$ cat src/rtl/xbar_pkg.sv
package xbar_pkg;

  localparam int NUM_SLV = 5;
  localparam int ADDR_W  = 32;

  // Base address and log2 of region size per slave port
  localparam logic [ADDR_W-1:0] REGION_BASE [NUM_SLV] = '{
    32'h2000_0000, 32'h0080_0000, 32'h0040_0000, 32'h6000_0000, 32'h4000_0000
  };
  localparam int REGION_LOG2 [NUM_SLV] = '{18, 18, 18, 18, 29};

  function automatic logic region_hit(input int idx, input logic [ADDR_W-1:0] addr);
    logic [ADDR_W-1:0] mask;
    mask = ~((ADDR_W'(1) << REGION_LOG2[idx]) - ADDR_W'(1));
    return (addr & mask) == (REGION_BASE[idx] & mask);
  endfunction

endpackage

$ cat src/rtl/xbar_decoder.sv
module xbar_decoder
  import xbar_pkg::*;
(
  input  logic              valid,
  input  logic [ADDR_W-1:0] addr,
  output logic [NUM_SLV-1:0] sel,
  output logic              miss
);

  logic [NUM_SLV-1:0] hit;

  always_comb begin
    hit = '0;
    for (int j = 0; j < NUM_SLV; j++) begin
      hit[j] = region_hit(j, addr);
    end
  end

  assign sel  = valid ? hit : '0;
  assign miss = valid & ~(|hit);

endmodule

$ cat src/rtl/xbar_arbiter.sv
module xbar_arbiter #(
  parameter int NM        = 4,
  parameter int RST_OWNER = 0,
  localparam int IW       = (NM > 1) ? $clog2(NM) : 1
) (
  input  logic          clk,
  input  logic          rst_n,
  input  logic [NM-1:0] req,
  input  logic          s_ready,
  output logic [IW-1:0] owner,
  output logic [NM-1:0] conn,
  output logic          s_valid
);

  logic [IW-1:0] owner_q;
  logic [IW-1:0] owner_d;
  logic [IW-1:0] pick;
  logic [NM-1:0] others;
  logic          own_req;
  logic          any_other;
  logic          switch_en;

  // Next-state: keep the owner during its transfer, else rotate to the
  // first waiting master after the owner in cyclic order.
  always_comb begin
    own_req   = req[owner_q];
    others    = req;
    others[owner_q] = 1'b0;
    any_other = |others;
    pick      = owner_q;
    for (int k = NM - 1; k >= 1; k--) begin
      if (others[(int'(owner_q) + k) % NM]) begin
        pick = IW'((int'(owner_q) + k) % NM);
      end
    end
    switch_en = any_other & (~own_req | s_ready);
    owner_d   = switch_en ? pick : owner_q;
  end

  always_ff @(posedge clk or negedge rst_n) begin
    if (!rst_n) begin
      owner_q <= IW'(RST_OWNER);
    end else if (switch_en) begin
      owner_q <= owner_d;
    end
  end

  assign owner   = owner_q;
  assign s_valid = own_req;
  assign conn    = own_req ? (NM'(1) << owner_q) : '0;

  AST_HOLD_OWNER: assert property (@(posedge clk) disable iff (!rst_n)
    (s_valid && !s_ready) |=> $stable(owner_q));

  AST_IDLE_HANDOFF: assert property (@(posedge clk) disable iff (!rst_n)
    (!req[owner_q] && $countones(req) == 1) |=> (conn == $past(req)));

endmodule

$ cat src/rtl/xbar_top.sv
module xbar_top
  import xbar_pkg::*;
#(
  parameter int NM        = 4,
  parameter int DW        = 32,
  parameter int RST_OWNER = 0,
  localparam int NS       = NUM_SLV,
  localparam int AW       = ADDR_W,
  localparam int IW       = (NM > 1) ? $clog2(NM) : 1
) (
  input  logic                   clk,
  input  logic                   rst_n,
  input  logic [NM-1:0]          m_valid,
  input  logic [NM-1:0][AW-1:0]  m_addr,
  input  logic [NM-1:0]          m_write,
  input  logic [NM-1:0][DW-1:0]  m_wdata,
  output logic [NM-1:0]          m_ready,
  output logic [NM-1:0]          m_err,
  output logic [NM-1:0][DW-1:0]  m_rdata,
  output logic [NS-1:0]          s_valid,
  output logic [NS-1:0][AW-1:0]  s_addr,
  output logic [NS-1:0]          s_write,
  output logic [NS-1:0][DW-1:0]  s_wdata,
  input  logic [NS-1:0]          s_ready,
  input  logic [NS-1:0]          s_err,
  input  logic [NS-1:0][DW-1:0]  s_rdata
);

  logic [NS-1:0] sel_m  [NM];
  logic [NM-1:0] miss;
  logic [NM-1:0] req_s  [NS];
  logic [NM-1:0] conn_s [NS];
  logic [IW-1:0] owner_s [NS];
  logic [NS-1:0] link_m [NM];

  // One decoder per master, all with the same map
  for (genvar m = 0; m < NM; m++) begin : g_dec
    xbar_decoder u_dec (
      .valid (m_valid[m]),
      .addr  (m_addr[m]),
      .sel   (sel_m[m]),
      .miss  (miss[m])
    );
  end

  always_comb begin
    for (int j = 0; j < NS; j++) begin
      for (int m = 0; m < NM; m++) begin
        req_s[j][m]  = sel_m[m][j];
        link_m[m][j] = conn_s[j][m];
      end
    end
  end

  // One arbiter and forward mux per slave
  for (genvar j = 0; j < NS; j++) begin : g_slv
    xbar_arbiter #(.NM(NM), .RST_OWNER(RST_OWNER)) u_arb (
      .clk     (clk),
      .rst_n   (rst_n),
      .req     (req_s[j]),
      .s_ready (s_ready[j]),
      .owner   (owner_s[j]),
      .conn    (conn_s[j]),
      .s_valid (s_valid[j])
    );

    assign s_addr[j]  = m_addr[owner_s[j]];
    assign s_write[j] = m_write[owner_s[j]];
    assign s_wdata[j] = m_wdata[owner_s[j]];

    AST_ROUTE_REGION: assert property (@(posedge clk) disable iff (!rst_n)
      s_valid[j] |-> region_hit(j, s_addr[j]));
  end

  // Return path per master
  always_comb begin
    for (int m = 0; m < NM; m++) begin
      m_ready[m] = miss[m];
      m_err[m]   = miss[m];
      m_rdata[m] = '0;
      for (int j = 0; j < NS; j++) begin
        if (conn_s[j][m]) begin
          m_ready[m] = s_ready[j];
          m_err[m]   = s_err[j];
          m_rdata[m] = s_rdata[j];
        end
      end
    end
  end

  for (genvar m = 0; m < NM; m++) begin : g_chk
    AST_ONE_LINK: assert property (@(posedge clk) disable iff (!rst_n)
      $onehot0(link_m[m]));

    AST_MISS_NOSLAVE: assert property (@(posedge clk) disable iff (!rst_n)
      (m_valid[m] && miss[m]) |-> (link_m[m] == '0 && m_ready[m]));

    AST_WAIT_LOW: assert property (@(posedge clk) disable iff (!rst_n)
      (m_valid[m] && !miss[m] && link_m[m] == '0) |-> !m_ready[m]);
  end

endmodule

$ cat config.mk
export PLATFORM = sky130hd
export DESIGN_NAME = xbar_top
export DESIGN_NICKNAME = d
export VERILOG_FILES = /design/src/rtl/xbar_pkg.sv /design/src/rtl/xbar_decoder.sv /design/src/rtl/xbar_arbiter.sv /design/src/rtl/xbar_top.sv
export SDC_FILE = /design/constraint.sdc
export NUM_CORES = 1
export LEC_CHECK = 0
export ABC_CLOCK_PERIOD_IN_PS = 6900
export BUFFER_PORTS_ARGS = -buffer_cell sky130_fd_sc_hd__buf_4
export CORE_AREA = 3 3 352 354
export DETAILED_ROUTE_END_ITERATION = 10
export DIE_AREA = 0 0 355 357
export HOLD_SLACK_MARGIN = 0.05
export MAX_ROUTING_LAYER = met4
export PLACE_DENSITY = 0.31
export SYNTH_ARGS = -nofsm -noshare
export SYNTH_HDL_FRONTEND = slang
export SYNTH_SLANG_ARGS = --single-unit
$ cat constraint.sdc
create_clock -name clk -period 6.9 [get_ports clk]
set_input_delay 0 -clock clk [delete_from_list [all_inputs] [get_ports clk]]
set_output_delay 0 -clock clk [all_outputs]
set_load 0.05 [all_outputs]
==> results of run 1 <==
metrics by stage:
| step | instance area [sq um] | util |
|---|---|---|
| final | 23300 | 0.192 |
| after global routing | 23300 | 0.192 |
| after CTS | 23300 | 0.192 |
| after detailed placement | 23200 | 0.191 |
| after global placement | 23200 | 0.191 |
| after floorplan | 14800 | - |
synthesized netlist by cell type (all sizes together), types with 22 or more instances:
| library cell | n | area, sq um |
|---|---|---|
| nand2 | 27 | 101 |
| clkbuf | 105 | 394 |
| nor2 | 46 | 188 |
| o21ai | 281 | 1410 |
| a22oi | 129 | 968 |
| inv | 22 | 82.6 |
| a221oi | 133 | 1170 |
| buf | 84 | 425 |
| mux4 | 328 | 7410 |
| a21oi | 28 | 174 |
| nor3 | 27 | 135 |
worst register-to-register path, cell delays in order (launching register included):
cell and delay, ns:
dfrtp_4 0.93, clkinv_1 0.49, ha_1 0.43, nor4b_2 0.59
a2111oi_0 0.25, a21o_1 0.27, a21oi_1 0.16, mux2_1 0.33
power by group:
part           leakage [nW]  switching (mW)  internal [mW]  total (mW)
sequential            0.103           0.203         0.0759       0.279
clock                0.0443          0.0392         0.0882       0.127
combinational          8.53            3.26           1.69        4.96
logic make-up after synthesis:
family | count (synthesis) | synth area share
adder cells (fa/ha/maj) | 20 | 0.0169
multiplexers | 350 | 0.516
AND/OR/NAND/NOR | 227 | 0.0916
XOR/XNOR | 4 | 0.00237
buffers and inverters | 213 | 0.0615
AO/OA/AOI/OAI | 645 | 0.295
flip-flops | 10 | 0.0169
worst max-delay path by stage:
stage | cells past startpoint | end
after floorplan | 8 | m_rdata[95]
after global placement | 9 | m_rdata[89]
after detailed placement | 9 | m_rdata[89]
after CTS | 9 | m_rdata[89]
after global routing | 9 | m_rdata[89]
final | 9 | m_rdata[89]
per-layer routing:
| metal | up-vias | part of all wire |
|---|---|---|
| met5 | - | 0 |
| met4 | 0 | 0.017 |
| met3 | 100 | 0.071 |
| met2 | 1209 | 0.50 |
| met1 | 10600 | 0.41 |
| li1 | 8067 | - |
area by class of cell:
cell class / instances / area [sq um] / share of cell area
multi-input combinational: 1246 / 13800 / 0.590
antenna: 16 / 40.0 / 0.00172
tap: 1625 / 2030 / 0.0872
inverter: 24 / 90.1 / 0.00386
sequential: 10 / 288 / 0.0123
timing repair buffer: 934 / 7010 / 0.301
clock buffer: 4 / 88.8 / 0.00381
==> reports/summary.txt, run 1 <==
Initial antenna violation count: 13
DRT iter0 DRCs: 2026
Worst Setup End Kind: output port
TritonCTS clock tree: built
Largest net degree at the start of global routing: 52
Async set-or-reset flop fraction in the synthesized netlist: 1.00
First-pass DRT Iterations: 10
Final period util: 0.669
CTS Hold Buffers Added: 1
Root buf cell: clkbuf_16
First-pass GRT wire length: 172000 um
Netlist cell types: 80
WL final: 127000 um
Reg2Reg Depth: 7
H-tree lvl count: 1
RR Endpoint: g_slv[3].u_arb.owner[1]
Vias per cell: 5.17
Yosys warns: 0
Share of the yosys chip area belonging to registers: 0.0169
EDFF count, synth: 0
RePlAce Congestion: 0.974
Final #Nets: 2675
Crit. Startpoint: g_slv[1].u_arb.owner[1]
Total grt overflow: 0
Power Total: 5.36 mW
Initial Utilization: 0.122
Layout area overhead: 57.5%
Mapped cell area: 14800 sq um
RSZ-0062 raised after global routing: no
Worst-path cell chain: buf_4 > nand2_1 > o32a_4 > a21oi_4 > nor3b_4 > buf_4 > a221oi_1 > o21ai_1 > buf_4
Final hold violation count: 0
Crit start category: flop
Detail-routed net length per standard cell: 33.0 um
GRT Util Overall: 0.193
Clock skew: 0.000301 ns
Max-cap violations: 0
Worst-Skew Late Latency: 0.25 ns
CP dominant cell by count: buf_4
R2R setup slack: 3.32 ns
Slowest-stage cell, CP: a21oi_4
Syn Nets: 1925
Fraction of layout cells with a size suffix above 1: 0.596
# placed instances: 3838
Final cell count without fillers: 3859
Core Area: 121000 sq um
Reg clk slew, reported paths: 0.05 ns
Setup CP Type: reg -> out
Min-Delay Path Class: in -> async
Fillers: 13600
Antenna-violating nets left: 0
Syn avg cell area: 10.1 sq um
Port-buffer cells: 901
Status: finished with violations
Met2 Track Usage GR: 0.324
Reg2Reg Launch Point: g_slv[3].u_arb.owner[0]
Violated checks: design-rule violations
Post_cts resized: 0
M3 GR Usage: 0.0301
Crit path buffers/inverters: 3
Dpl ws: 2.61 ns
DR vias: 20000
Static Leak: 8.68 nW
Worst EP arrival: 4.61 ns
Commonest non-fill, non-tap cells in the layout: 933 x buf_4, 323 x mux4_2, 150 x o21ai_0
Final WS setup: 2.29 ns
Setup Buffers After CTS: 0
Max Slew Vio Count: 0
Die area: 127000 sq um
CP top delay family: compound AO/OA/AOI/OAI gates
Die H: 357 um
Flops & latches, synth: 10
Met1 Use GR: 0.249
Fmax: 0.217 GHz
Critical path's largest stage delay: 0.93 ns
Post-DP HPWL: 99800 um
FP Rows: 128
Ys flop type: dfrtp_1
Hold_ws: 0.156 ns
Most common cell after layout, fill and taps aside: buf_4
Vias in the first global route: 19300
Die X-Extent: 355 um
TritonCTS sink count: 10
Worst VDD drop: 0.000157 V
TNS Setup: 0 ns
Clock period minus worst slack: 4.61 ns
IO Pins: 902
Busiest grt layer: met2
Slew HR: 0.133
CTS Buf Count: 3
Worst-path maximum fanout: 46
Remaining DRCs: 6
CP required: 6.90 ns
CTS max path bufs: 2
Power per cell area: 230 nW/um^2
Worst Tran Pin Value: 1.30 ns
Max reg flops: 10
Cells after synthesis: 1469
Endpoints failing setup: 0
Note: power is estimated with default switching activity, not from simulation.
==> inputs of run 2 (changes only) <==
--- a/config.mk
+++ b/config.mk
@@ -5,14 +5,14 @@
 export SDC_FILE = /design/constraint.sdc
 export NUM_CORES = 1
 export LEC_CHECK = 0
-export ABC_CLOCK_PERIOD_IN_PS = 6900
+export ABC_CLOCK_PERIOD_IN_PS = 3800
 export BUFFER_PORTS_ARGS = -buffer_cell sky130_fd_sc_hd__buf_4
-export CORE_AREA = 3 3 352 354
+export CORE_AREA = 3 3 348 350
 export DETAILED_ROUTE_END_ITERATION = 10
-export DIE_AREA = 0 0 355 357
+export DIE_AREA = 0 0 351 353
 export HOLD_SLACK_MARGIN = 0.05
 export MAX_ROUTING_LAYER = met4
-export PLACE_DENSITY = 0.31
+export PLACE_DENSITY = 0.32
 export SYNTH_ARGS = -nofsm -noshare
 export SYNTH_HDL_FRONTEND = slang
 export SYNTH_SLANG_ARGS = --single-unit
==> constraint.sdc (replaced) <==
create_clock -name clk -period 3.8 [get_ports clk]
set_input_delay 0 -clock clk [delete_from_list [all_inputs] [get_ports clk]]
set_output_delay 0 -clock clk [all_outputs]
set_load 0.05 [all_outputs]
==> reports/summary.txt, run 2 (same netlist as run 1, synthesis figures left out) <==
IO Pins: 902
Logic pwr share: 0.954
WL final: 135000 um
Seq pwr share: 0.022
First-pass GRT wire length: 180000 um
Die area: 124000 sq um
Min-Delay Path Class: in -> async
TritonCTS sink count: 10
FP Rows: 126
Final hold violation count: 0
Critical path's largest stage delay: 0.67 ns
Antenna-violating nets left: 0
Die X-Extent: 351 um
Worst-path cell chain: inv_1 > mux4_2 > and2_2 > nor2_4 > buf_4 > o21ai_0 > o21ai_1 > buf_4
Initial Utilization: 0.125
Crit start category: flop
Final cell count without fillers: 3806
Power Total: 9.98 mW
CTS Buf Count: 3
Vias in the first global route: 19500
CP dominant cell by count: buf_4
RePlAce Congestion: 0.990
Final period util: 0.953
Post_cts resized: 0
Port-buffer cells: 901
Worst Tran Pin Value: 1.17 ns
Remaining DRCs: 0
Fin util: 0.201
Clock power share: 0.023
Dpl ws: 0.228 ns
RSZ-0062 raised after global routing: no
Layout area overhead: 60.0%
Core Area: 118000 sq um
Worst Setup End Kind: output port
DR vias: 20400
Worst-path maximum fanout: 11
Power Internal: 3.43 mW
Fraction of layout cells with a size suffix above 1: 0.603
Max reg flops: 10
CP required: 3.80 ns
Slew HR: 0.219
Max-cap violations: 0
Most common cell after layout, fill and taps aside: buf_4
TNS Setup: 0 ns
Sw Ratio: 0.657
Worst EP arrival: 3.62 ns
Reg area: 288 sq um
Power per cell area: 421 nW/um^2
Static Leak: 8.93 nW
Final WS setup: 0.179 ns
First-pass DRT Iterations: 8
Total grt overflow: 0
Root buf cell: clkbuf_16
Footprint of the multi-input gates: 13800 sq um
Fillers: 13100
TritonCTS clock tree: built
Reg clk slew, reported paths: 0.05 ns
Commonest non-fill, non-tap cells in the layout: 957 x buf_4, 323 x mux4_2, 150 x o21ai_0
Psw: 6.55 mW
# placed instances: 3788
Fmax: 0.276 GHz
Status: finished, final reports clean
Largest net degree at the start of global routing: 66
Worst-Skew Late Latency: 0.25 ns
DRT iter0 DRCs: 2444
Final #Nets: 2714
Post-DP HPWL: 107000 um
Clock period minus worst slack: 3.62 ns
Worst VDD drop: 0.000421 V
Initial antenna violation count: 14
Slowest-stage cell, CP: mux4_2
Endpoints failing setup: 0
Max Slew Vio Count: 0
GRT Util Overall: 0.210
Clock skew: 0.000587 ns
H-tree lvl count: 1
CTS max path bufs: 2
Setup CP Type: reg -> out
Vias per cell: 5.37
Detail-routed net length per standard cell: 35.4 um
Die H: 353 um
-- run 2: changes by cell type in the layout (fill, tap and decap cells not counted), sizes merged --
cell,previous run,this run
diode,16,13
buf,933,972
-- run 2: final timing paths --
check | from | endpoint | slack (ns) | cells past startpoint
min | rst_n | g_slv[1].u_arb.owner[1] | 0.18 | 2
min in group clk | s_ready[2] | g_slv[2].u_arb.owner[0] | 0.25 | 3
min reg2reg | g_slv[4].u_arb.owner[0] | g_slv[4].u_arb.owner[0] | 0.73 | 1
max reg2reg | g_slv[3].u_arb.owner[0] | g_slv[3].u_arb.owner[1] | 0.88 | 7
max in group asynchronous | rst_n | g_slv[0].u_arb.owner[1] | 3.41 | 2
max | g_slv[4].u_arb.owner[1] | m_rdata[12] | 0.18 | 8
-- run 2: per-stage QoR --
| stage | hold WS [ns] | instance area [sq um] |
|---|---|---|
| floorplan | -0.296 | 14800 |
| global placement | -0.119 | 23600 |
| detailed placement | -0.126 | 23600 |
| finish | 0.177 | 23700 |
| CTS | 0.179 | 23700 |
| global route | 0.221 | 23700 |
-- run 2: cell type report --
type,instances,share of cell area
diodes,13,0.00137
well taps,1536,0.0811
inverters,24,0.00380
clock buffers,4,0.00375
flip-flops and latches,10,0.0121
multi-input cells,1246,0.581
repair buffers,973,0.316
-- run 2: power by group through the flow --
stage | sequential [mW] | combinational (mW) | clock [mW]
6_report | 0.220 | 9.53 | 0.234
5_1_grt | 0.233 | 9.79 | 0.239
4_1_cts | 0.224 | 9.53 | 0.238
3_5_place_dp | 0.227 | 9.50 | 0
3_3_place_gp | 0.227 | 9.49 | 0
2_1_floorplan | 0.148 | 6.10 | 0
-- run 2: metal layers --
metal	global-route usage	wire (um)
met3	0.0484	12000
met4	0.0289	2200
met2	0.332	63200
met1	0.279	57400
met5	-	0
-- run 2: critical path: cells and delay by family (launching register included) --
| family | cells | cell delay [ns] |
|---|---|---|
| buffers and inverters | 3 | 0.80 |
| AND/OR/NAND/NOR | 2 | 0.98 |
| multiplexers | 1 | 0.67 |
| flip-flops | 1 | 0.46 |
| AO/OA/AOI/OAI | 2 | 0.43 |
-- run 2: what timing repair did --
action,in CTS,in global routing
hold buffers,1,0
buffers inserted,0,0
setup endpoints to repair,0,0
hold endpoints to repair,10,0
